--- config.mk ---
export PLATFORM = sky130hd
export DESIGN_NAME = ictl_cmd_if
export DESIGN_NICKNAME = d
export VERILOG_FILES = /design/src/rtl/ictl_pkg.sv /design/src/rtl/ictl_seq.sv /design/src/rtl/ictl_isr.sv /design/src/rtl/ictl_cmd_if.sv
export SDC_FILE = /design/constraint.sdc
export NUM_CORES = 1
export LEC_CHECK = 0
export CORE_MARGIN = 2
export CORE_UTILIZATION = 30
export DETAILED_ROUTE_END_ITERATION = 8
export GPL_ROUTABILITY_DRIVEN = 1
export SYNTH_ARGS = -nofsm -noshare
export SYNTH_HDL_FRONTEND = slang
export SYNTH_SLANG_ARGS = --single-unit
--- constraint.sdc ---
create_clock -name clk -period 4.5 [get_ports clk]
set_input_delay 0.675 -clock clk [delete_from_list [all_inputs] [get_ports clk]]
set_output_delay 0.675 -clock clk [all_outputs]
set_load 0.02 [all_outputs]
--- src/rtl/ictl_pkg.sv ---
package ictl_pkg;
  localparam int BYTE_W = 8;

  typedef enum logic [1:0] {
    ST_NORM = 2'd0,
    ST_BASE = 2'd1,
    ST_CASC = 2'd2,
    ST_MODE = 2'd3
  } seq_st_e;

  // operation command codes, bits 7:5 of an address-0 command byte
  typedef enum logic [2:0] {
    OP_ROT_OFF = 3'd0,
    OP_EOI     = 3'd1,
    OP_NOP     = 3'd2,
    OP_SEOI    = 3'd3,
    OP_ROT_ON  = 3'd4,
    OP_REOI    = 3'd5,
    OP_SETPRI  = 3'd6,
    OP_RSEOI   = 3'd7
  } op_code_e;
endpackage

--- src/rtl/ictl_seq.sv ---
module ictl_seq
  import ictl_pkg::*;
#(
  parameter int LINES = 8,
  localparam int LW = $clog2(LINES)
) (
  input  logic               clk,
  input  logic               rst_n,
  input  logic               wr,
  input  logic               addr,
  input  logic [BYTE_W-1:0]  wdata,
  input  logic               poll_clr,
  output logic               init_evt,
  output logic               in_normal,
  output logic [LINES-1:0]   mask_q,
  output logic [BYTE_W-1:LW] base_q,
  output logic               sfnm_q,
  output logic               aeoi_q,
  output logic               rsel_q,
  output logic               smm_q,
  output logic               poll_q
);
  seq_st_e state_q;
  logic    need4_q, single_q;
  logic    stat_wr, data_wr;

  assign init_evt  = wr && !addr && wdata[4];
  assign stat_wr   = wr && !addr && !wdata[4] && wdata[3];
  assign data_wr   = wr && addr;
  assign in_normal = (state_q == ST_NORM);

  always_ff @(posedge clk) begin
    if (!rst_n || init_evt) begin
      state_q  <= rst_n ? ST_BASE : ST_NORM;
      need4_q  <= rst_n ? wdata[0] : 1'b0;
      single_q <= rst_n ? wdata[1] : 1'b0;
      mask_q   <= '0;
      base_q   <= '0;
      sfnm_q   <= 1'b0;
      aeoi_q   <= 1'b0;
      rsel_q   <= 1'b0;
      smm_q    <= 1'b0;
      poll_q   <= 1'b0;
    end else begin
      if (stat_wr && wdata[2]) poll_q <= 1'b1;
      else if (poll_clr)       poll_q <= 1'b0;
      if (stat_wr && wdata[1]) rsel_q <= wdata[0];
      if (stat_wr && wdata[6]) smm_q  <= wdata[5];
      if (data_wr) begin
        unique case (state_q)
          ST_NORM: mask_q <= wdata[LINES-1:0];
          ST_BASE: begin
            base_q  <= wdata[BYTE_W-1:LW];
            state_q <= !single_q ? ST_CASC : (need4_q ? ST_MODE : ST_NORM);
          end
          ST_CASC: state_q <= need4_q ? ST_MODE : ST_NORM;
          ST_MODE: begin
            sfnm_q  <= wdata[4];
            aeoi_q  <= wdata[1];
            state_q <= ST_NORM;
          end
          default: state_q <= ST_NORM;
        endcase
      end
    end
  end
endmodule

--- src/rtl/ictl_isr.sv ---
module ictl_isr
  import ictl_pkg::*;
#(
  parameter int LINES = 8,
  localparam int LW = $clog2(LINES)
) (
  input  logic              clk,
  input  logic              rst_n,
  input  logic              init_clr,
  input  logic              op_wr,
  input  logic [BYTE_W-1:0] op_byte,
  input  logic              ack,
  input  logic [LW-1:0]     ack_line,
  input  logic              aeoi,
  output logic [LINES-1:0]  isr_q,
  output logic [LW-1:0]     offset_q
);
  logic             rot_q, rot_d;
  logic [LINES-1:0] set_m, clr_m;
  logic [LW-1:0]    off_d, eoi_line, cmd_line;
  logic             eoi_hit;
  op_code_e         code;

  assign code     = op_code_e'(op_byte[7:5]);
  assign cmd_line = op_byte[LW-1:0];

  // wrapped search of the in-service bits, starting at the offset
  always_comb begin
    eoi_hit  = 1'b0;
    eoi_line = offset_q;
    for (int p = LINES - 1; p >= 0; p--) begin
      if (isr_q[offset_q + LW'(p)]) begin
        eoi_hit  = 1'b1;
        eoi_line = offset_q + LW'(p);
      end
    end
  end

  always_comb begin
    set_m = '0;
    clr_m = '0;
    off_d = offset_q;
    rot_d = rot_q;
    if (ack) begin
      if (!aeoi)      set_m[ack_line] = 1'b1;
      else if (rot_q) off_d = ack_line + LW'(1);
    end
    if (op_wr) begin
      unique case (code)
        OP_ROT_OFF, OP_ROT_ON: rot_d = code[2];
        OP_EOI, OP_REOI: begin
          if (eoi_hit) begin
            clr_m[eoi_line] = 1'b1;
            if (code == OP_REOI) off_d = eoi_line + LW'(1);
          end
        end
        OP_SEOI:   clr_m[cmd_line] = 1'b1;
        OP_SETPRI: off_d = cmd_line + LW'(1);
        OP_RSEOI: begin
          clr_m[cmd_line] = 1'b1;
          off_d = cmd_line + LW'(1);
        end
        default: ;
      endcase
    end
  end

  always_ff @(posedge clk) begin
    if (!rst_n || init_clr) begin
      isr_q    <= '0;
      offset_q <= '0;
      rot_q    <= 1'b0;
    end else begin
      isr_q    <= (isr_q & ~clr_m) | set_m;
      offset_q <= off_d;
      rot_q    <= rot_d;
    end
  end
endmodule

--- src/rtl/ictl_cmd_if.sv ---
module ictl_cmd_if
  import ictl_pkg::*;
#(
  parameter int LINES = 8,
  localparam int LW = $clog2(LINES)
) (
  input  logic              clk,
  input  logic              rst_n,
  input  logic              bus_wr,
  input  logic              bus_rd,
  input  logic              bus_addr,
  input  logic [7:0]        bus_wdata,
  output logic [7:0]        bus_rdata,
  input  logic [LINES-1:0]  req_pend,
  input  logic              res_valid,
  input  logic [LW-1:0]     res_line,
  input  logic              inta,
  output logic [7:0]        vec_out,
  output logic              vec_valid,
  output logic              ack_pulse,
  output logic [LW-1:0]     ack_line,
  output logic [LINES-1:0]  mask_o,
  output logic [LINES-1:0]  isr_o,
  output logic [LW-1:0]     offset_o,
  output logic              smm_o,
  output logic              sfnm_o,
  output logic              aeoi_o
);
  logic               init_evt, in_normal, rsel_q, poll_q;
  logic [BYTE_W-1:LW] base_q;
  logic               poll_rd, ack_now, op_wr;

  assign poll_rd = bus_rd && poll_q;
  assign ack_now = (inta || poll_rd) && res_valid;
  assign op_wr   = bus_wr && !bus_addr && !bus_wdata[4] && !bus_wdata[3];

  ictl_seq #(.LINES(LINES)) u_seq (
    .clk(clk), .rst_n(rst_n), .wr(bus_wr), .addr(bus_addr), .wdata(bus_wdata),
    .poll_clr(poll_rd), .init_evt(init_evt), .in_normal(in_normal),
    .mask_q(mask_o), .base_q(base_q), .sfnm_q(sfnm_o), .aeoi_q(aeoi_o),
    .rsel_q(rsel_q), .smm_q(smm_o), .poll_q(poll_q)
  );

  ictl_isr #(.LINES(LINES)) u_isr (
    .clk(clk), .rst_n(rst_n), .init_clr(init_evt), .op_wr(op_wr),
    .op_byte(bus_wdata), .ack(ack_now), .ack_line(res_line), .aeoi(aeoi_o),
    .isr_q(isr_o), .offset_q(offset_o)
  );

  always_ff @(posedge clk) begin
    if (!rst_n) begin
      bus_rdata <= '0;
      vec_out   <= '0;
      vec_valid <= 1'b0;
      ack_pulse <= 1'b0;
      ack_line  <= '0;
    end else begin
      vec_valid <= inta;
      ack_pulse <= ack_now;
      if (ack_now) ack_line <= res_line;
      if (inta) vec_out <= {base_q, (res_valid ? res_line : {LW{1'b1}})};
      if (bus_rd) begin
        if (poll_q)        bus_rdata <= res_valid ? {1'b1, (BYTE_W-1-LW)'(0), res_line} : '0;
        else if (bus_addr) bus_rdata <= BYTE_W'(mask_o);
        else if (rsel_q)   bus_rdata <= BYTE_W'(isr_o);
        else               bus_rdata <= BYTE_W'(req_pend);
      end
    end
  end
endmodule

# == Yosys cells after proc, flatten, opt, wreduce, memory -nomap -nowiden ==
# Cells that the tools add are included.
# word_totals
reg_bits,55
latchBits,0
ram_bits,0
rom_bits,0
in_bits,26
out_inout_bits,43
wordCells,151
memories,0
# op_classes
addsub,10
n_mul,0
div,0
magnitude_cmp,14
n_eq_ne,9
shift,0
mux,63
bitwise_logic,3
reduce_logical,34
# ops
operator,n
$mux 8,8
$mux 3,15
$lt 3x4->1 const B,11
$bmux 1 s3,8
$mux 1,22
$pmux 8 s2,1
$logic_and 1x1->1,14
$add 3x1->3 const B,4
$add 3x3->3 const B,4
$eq 3x3->1 const B,4
$reduce_and 2->1,5
$demux 1 s3,3
$ge 3x1->1 const B,3
$and 8x8->8,1
$mux 2,4
$not 8->8,1
$or 8x8->8,1
$reduce_or 2->1,4
$add 3x2->3 const B,2
$pmux 2 s3,1
$pmux 3 s2,1
$eq 2x2->1 const B,2
$logic_not 1->1,4
$reduce_bool 2->1,2
7 further kinds,8

# == Longest topological paths before layout ==
# logic_depth
ltp_word,21
depth_mapped,15
mapped_depth_nobuf,12

# == By module ==
# A second synthesis with hierarchy kept.
# unflattened
hier_cells,428
hier_area_um2,3854.9
# modules_own_cells
module,n_inst,cells_per_inst,area_per_inst_um2
ictl_isr,1,225,1843.0
ictl_cmd_if,1,110,1024.7
ictl_seq,1,93,987.2

# == Least setup slack after synthesis ==
# OpenSTA, ideal clock, no wires.
# synth_path
path_kind,register to register
start,reg u_isr.offset_q[0]
end,reg u_isr.offset_q[1]
setup_ns,0.128
arrival_time_ns,3.345
setup_slack_ns,1.027
stages_incl_launch_ff,16
path_buffers,3
synth_period_minus_slack_ns,3.473
path_cell_list,dfxtp_1 > buf_6 > buf_6 > inv_1 > ha_1 > buf_2 > mux2i_1 > mux4_2 > o311ai_1 > a22oi_1 > o31ai_2 > inv_2 > ha_1 > a22oi_1 > o22a_1 > nor2_1
# synth_between
elab_chain_cells,16
elab_cells_between_ends,44
cone_classes,add/sub: 8; mux: 36
# synth_rtl
element,line,rtl
start: declaration,ictl_isr.sv:16,output logic [LW-1:0] offset_q
start signal: assignment,ictl_isr.sv:71,offset_q <= '0;
start signal: assignment,ictl_isr.sv:75,offset_q <= off_d;
$add 3x3->3,"ictl_isr.sv:32, ictl_isr.sv:34",
$bmux 1 s3,ictl_isr.sv:32,if (isr_q[offset_q + LW'(p)]) begin
$mux 1 (implied by the code),ictl_isr.sv:32,
$mux 3 (8 in a row),ictl_isr.sv:32,
$add 3x1->3,ictl_isr.sv:54,if (code == OP_REOI) off_d = eoi_line + LW'(1);
$mux 3,ictl_isr.sv:54,
$mux 3 *,ictl_isr.sv:52,if (eoi_hit) begin
$pmux 3 s2 *,ictl_isr.sv:49,unique case (code)
$mux 3 *,ictl_isr.sv:48,if (op_wr) begin
# Mark *: on every way between the ends. The rest lies on a longest branch, timed or not. The select of a mux whose other input is x is not followed.
# A chain may end at the register's enable or synchronous reset.

# == Worst setup path in the final report ==
# layout_path
start,reg u_isr.offset_q[1]
end,reg u_isr.offset_q[1]
# layout_between
elab_chain_cells,16
elab_cells_between_ends,47
cone_classes,add/sub: 8; mux: 39
# layout_rtl
element,line
$add 3x3->3,"ictl_isr.sv:32, ictl_isr.sv:34"
$bmux 1 s3,ictl_isr.sv:32
$mux 1 (implied by the code),ictl_isr.sv:32
$mux 3 (8 in a row),ictl_isr.sv:32
$add 3x1->3,ictl_isr.sv:54
$mux 3,ictl_isr.sv:54
$mux 3,ictl_isr.sv:52
$pmux 3 s2,ictl_isr.sv:49
$mux 3 *,ictl_isr.sv:48
# Marks and branches as above.

==> metrics.md <==
| Metric | Value |
|---|---|
| Wire length per cell | `18.6 um` |
| Skew-Pair Late Insertion Delay | `290 ps` |
| GRT overflow | `0` |
| Hold-fix buffer count after cts | `0` |
| Vias in the first global route | `3405` |
| Ys Warns | `0` |
| Avg Cell Area, Syn | `8.68 um2` |
| Area leader, netlist | `dfxtp_1` |
| Leak | `0.00170 uW` |
| Fmax | `282 MHz` |
| CP peak stage delay | `620 ps` |
| Register area share after synthesis | `31.1%` |
| Slew Viols, Final | `0` |
| Largest family of logic cells by synthesized area | `compound AO/OA/AOI/OAI gates` |
| Setup TNS | `0 ps` |
| First-pass GRT wire length | `18300 um` |
| Via/cell ratio | `5.71` |
| Starting Density | `30.7%` |
| Reg area | `1140 um2` |
| Post-Route WL | `11600 um` |
| DP HPWL | `8270 um` |
| TritonCTS clock tree | `built` |
| Relative slew slack | `27.8%` |
| Yosys top cell area share | `27.8%` |
| CP endpoint kind | `flop` |
| Clock buffer count from CTS | `5` |
| Minimum clock period | `3550 ps` |
| Pwr dens | `252 nW/um2` |
| Largest net degree at the start of global routing | `26` |
| Post-Synth XOR/XNOR Area | `1.19%` |
| Met3 WL | `960 um` |
| Total track usage | `17.7%` |
| Synthesized net count | `458` |
| Status | `finished clean` |
| Setup bufs post-CTS | `0` |
| Antenna viol nets, final | `0` |
| Clock Sink Count | `55` |
| I/O pin total | `69` |
| H-tree lvl count | `2` |
| Area occupied by multi-input gates | `2330 um2` |
| GP Congestion | `0.882` |
| Root buf cell | `clkbuf_16` |
| Met2 WL | `5100 um` |
| Finish-stage setup viols | `0` |
| Core footprint | `12000 um2` |
| Total Power | `1160 uW` |
| Synth unique cells | `70` |
| Main synth FF type | `dfxtp_1` |
| Compound-Gate Fraction of Synth Area | `20.1%` |
| Number of port buffers | `68` |
| Top post-synthesis cells by area | `dfxtp_1 (28%), mux2i_1 (11%), mux4_2 (6.1%), nand2_1 (3.9%), nor2_1 (3.8%)` |
| Commonest non-fill, non-tap cell in the layout | `clkdlybuf4s50_1` |
| Crit share post-route | `78.9%` |
| Initial DRC Count | `333` |
| CP max-delay cell | `ha_1` |
| Clock Skews | `7.00 ps` |
| Crit-path leading delay family | `compound AO/OA/AOI/OAI gates` |
| Highest Signal Layer | `met4` |
| Fin. Hold Viols | `0` |
| Rows | `40` |
| M1 WL | `5300 um` |
| Class of the tightest hold or removal check | `reg2reg` |
| Max Cap Viol | `0` |
| Multiplexer share of the synthesized area | `19.5%` |
| Fillers | `1185` |
| Post-CTS sizing | `0` |
| Synth Area in Simple Gates | `19.6%` |
| Pre-antenna DRT Iters | `5` |
| Die ar. | `13100 um2` |
| Crit-path cells | `inv_2, ha_1, mux4_2, mux2_4, o311ai_1, a22oi_1, o31ai_2, inv_2, ha_1, a22oi_1, o22a_1, nor2_1` |
| Ys async rst share | `0%` |
| CTS Buffer Depth | `2` |
| Arr. time, crit path | `3730 ps` |
| Cells after synthesis | `423` |
| Area Growth Syn to Fin | `25.5%` |
| Inserted Diodes | `0` |
| Residual DRC count | `0` |
| Chip Height | `115 um` |
| Required time of the critical path | `4680 ps` |
| Fin nets | `512` |
| Startpoint types | `flop` |
| CP Max Fanout | `12` |
| Bufs and invs on worst path | `2` |
| Mapped cell area | `3670 um2` |
| Initial antenna violation count | `0` |
| Adder-cell share of the synthesized area | `3.07%` |
| EDFF count, synth | `4` |
| Vias | `3569` |
| Share of layout cells above drive strength 1 | `9.00%` |
| Clock transition at path regs | `70 ps` |
| Die Wd | `115 um` |
| RSZ-0062 raised after global routing | `false` |
| Slew @ Worst Pin | `1070 ps` |
| Critical path type | `reg2reg` |
| Seq cells post-synth | `55` |
| Worst vdd ir | `0.000155 V` |
| Commonest non-fill, non-tap cells in the layout | `clkdlybuf4s50_1 (68), dfxtp_1 (51), mux2i_1 (42)` |
==> final cells by class <==
type                       count  area share (%)
tap                          147            3.99
clock buffer                   5            2.72
multi-input combinational    321            50.6
inverter                      18            1.47
timing repair buffer          76            16.1
sequential                    55            24.8
clock inverter                 3           0.407
==> worst min-delay path, stage by stage, from the launching register on <==
cell and delay [ps]:
dfxtp_1 310, nand2_1 50, a21oi_1 50
==> Yosys cell counts, drive strengths merged, types with 9 or more instances <==
cell    count
nor2b      12
nand3      19
nand2      39
and2       10
nor2       37
o21ai      20
a21oi      21
mux2i      42
buf        10
dfxtp      51
mux4       10
ha          9
nor3        9
inv        16
clkbuf     19
==> final timing paths <==
| path | start | to | slack (ps) | depth (start not counted) |
|---|---|---|---|---|
| setup / recovery | u_isr.offset_q[1] | u_isr.offset_q[1] | 950 | 12 |
| hold / removal | u_seq.smm_q | u_seq.smm_q | 460 | 2 |
| setup reg to reg | u_isr.offset_q[1] | u_isr.offset_q[1] | 950 | 12 |
| hold reg to reg | u_seq.smm_q | u_seq.smm_q | 460 | 2 |
==> registers in the layout (all words and copies together) (netlist names), 2 cells and up <==
signal and count:
bus_rdata 8, u_seq.base_q 5, u_seq.state_q 2, ack_line 3, u_isr.offset_q 3, u_seq.mask_q 8, vec_out 8, u_isr.isr_q 8
==> kinds of logic after synthesis <==
family                     count (synthesis)
muxes                                     58
and+or+nand+nor                          146
xor gates and xnor gates                   5
buffers and inverters                     47
DFF                                       55
adders and majority gates                  9
AOI/OAI and AO/OA                        103
==> layer usage <==
layer | GRT usage, % | up-vias
met2 | 27.0 | 191
met1 | 24.6 | 1677
met3 | 3.55 | 22
li1 | - | 1679
met4 | 6.42 | 0
met5 | 0 | -
==> power breakdown <==
part	leakage (uW)	internal, uW	switching (uW)	total [uW]
clock	0.0000701	206	184	390
sequential	0.000455	512	20.4	532
combinational	0.00117	104	133	236
==> metrics by stage <==
step                cell area (um2)  util (%)  setup WS, ps  cells  hold slack [ps]
floorplan                      3670         -          1030    423              437
global placement               4460      37.3          1100    617              444
detailed placement             4460      37.3          1020    617              455
CTS                            4610      38.5          1000    625              465
global route                   4610      38.5           736    625              492
finish                         4610      38.5           948    625              462
Note: power is estimated with default switching activity, not from simulation.
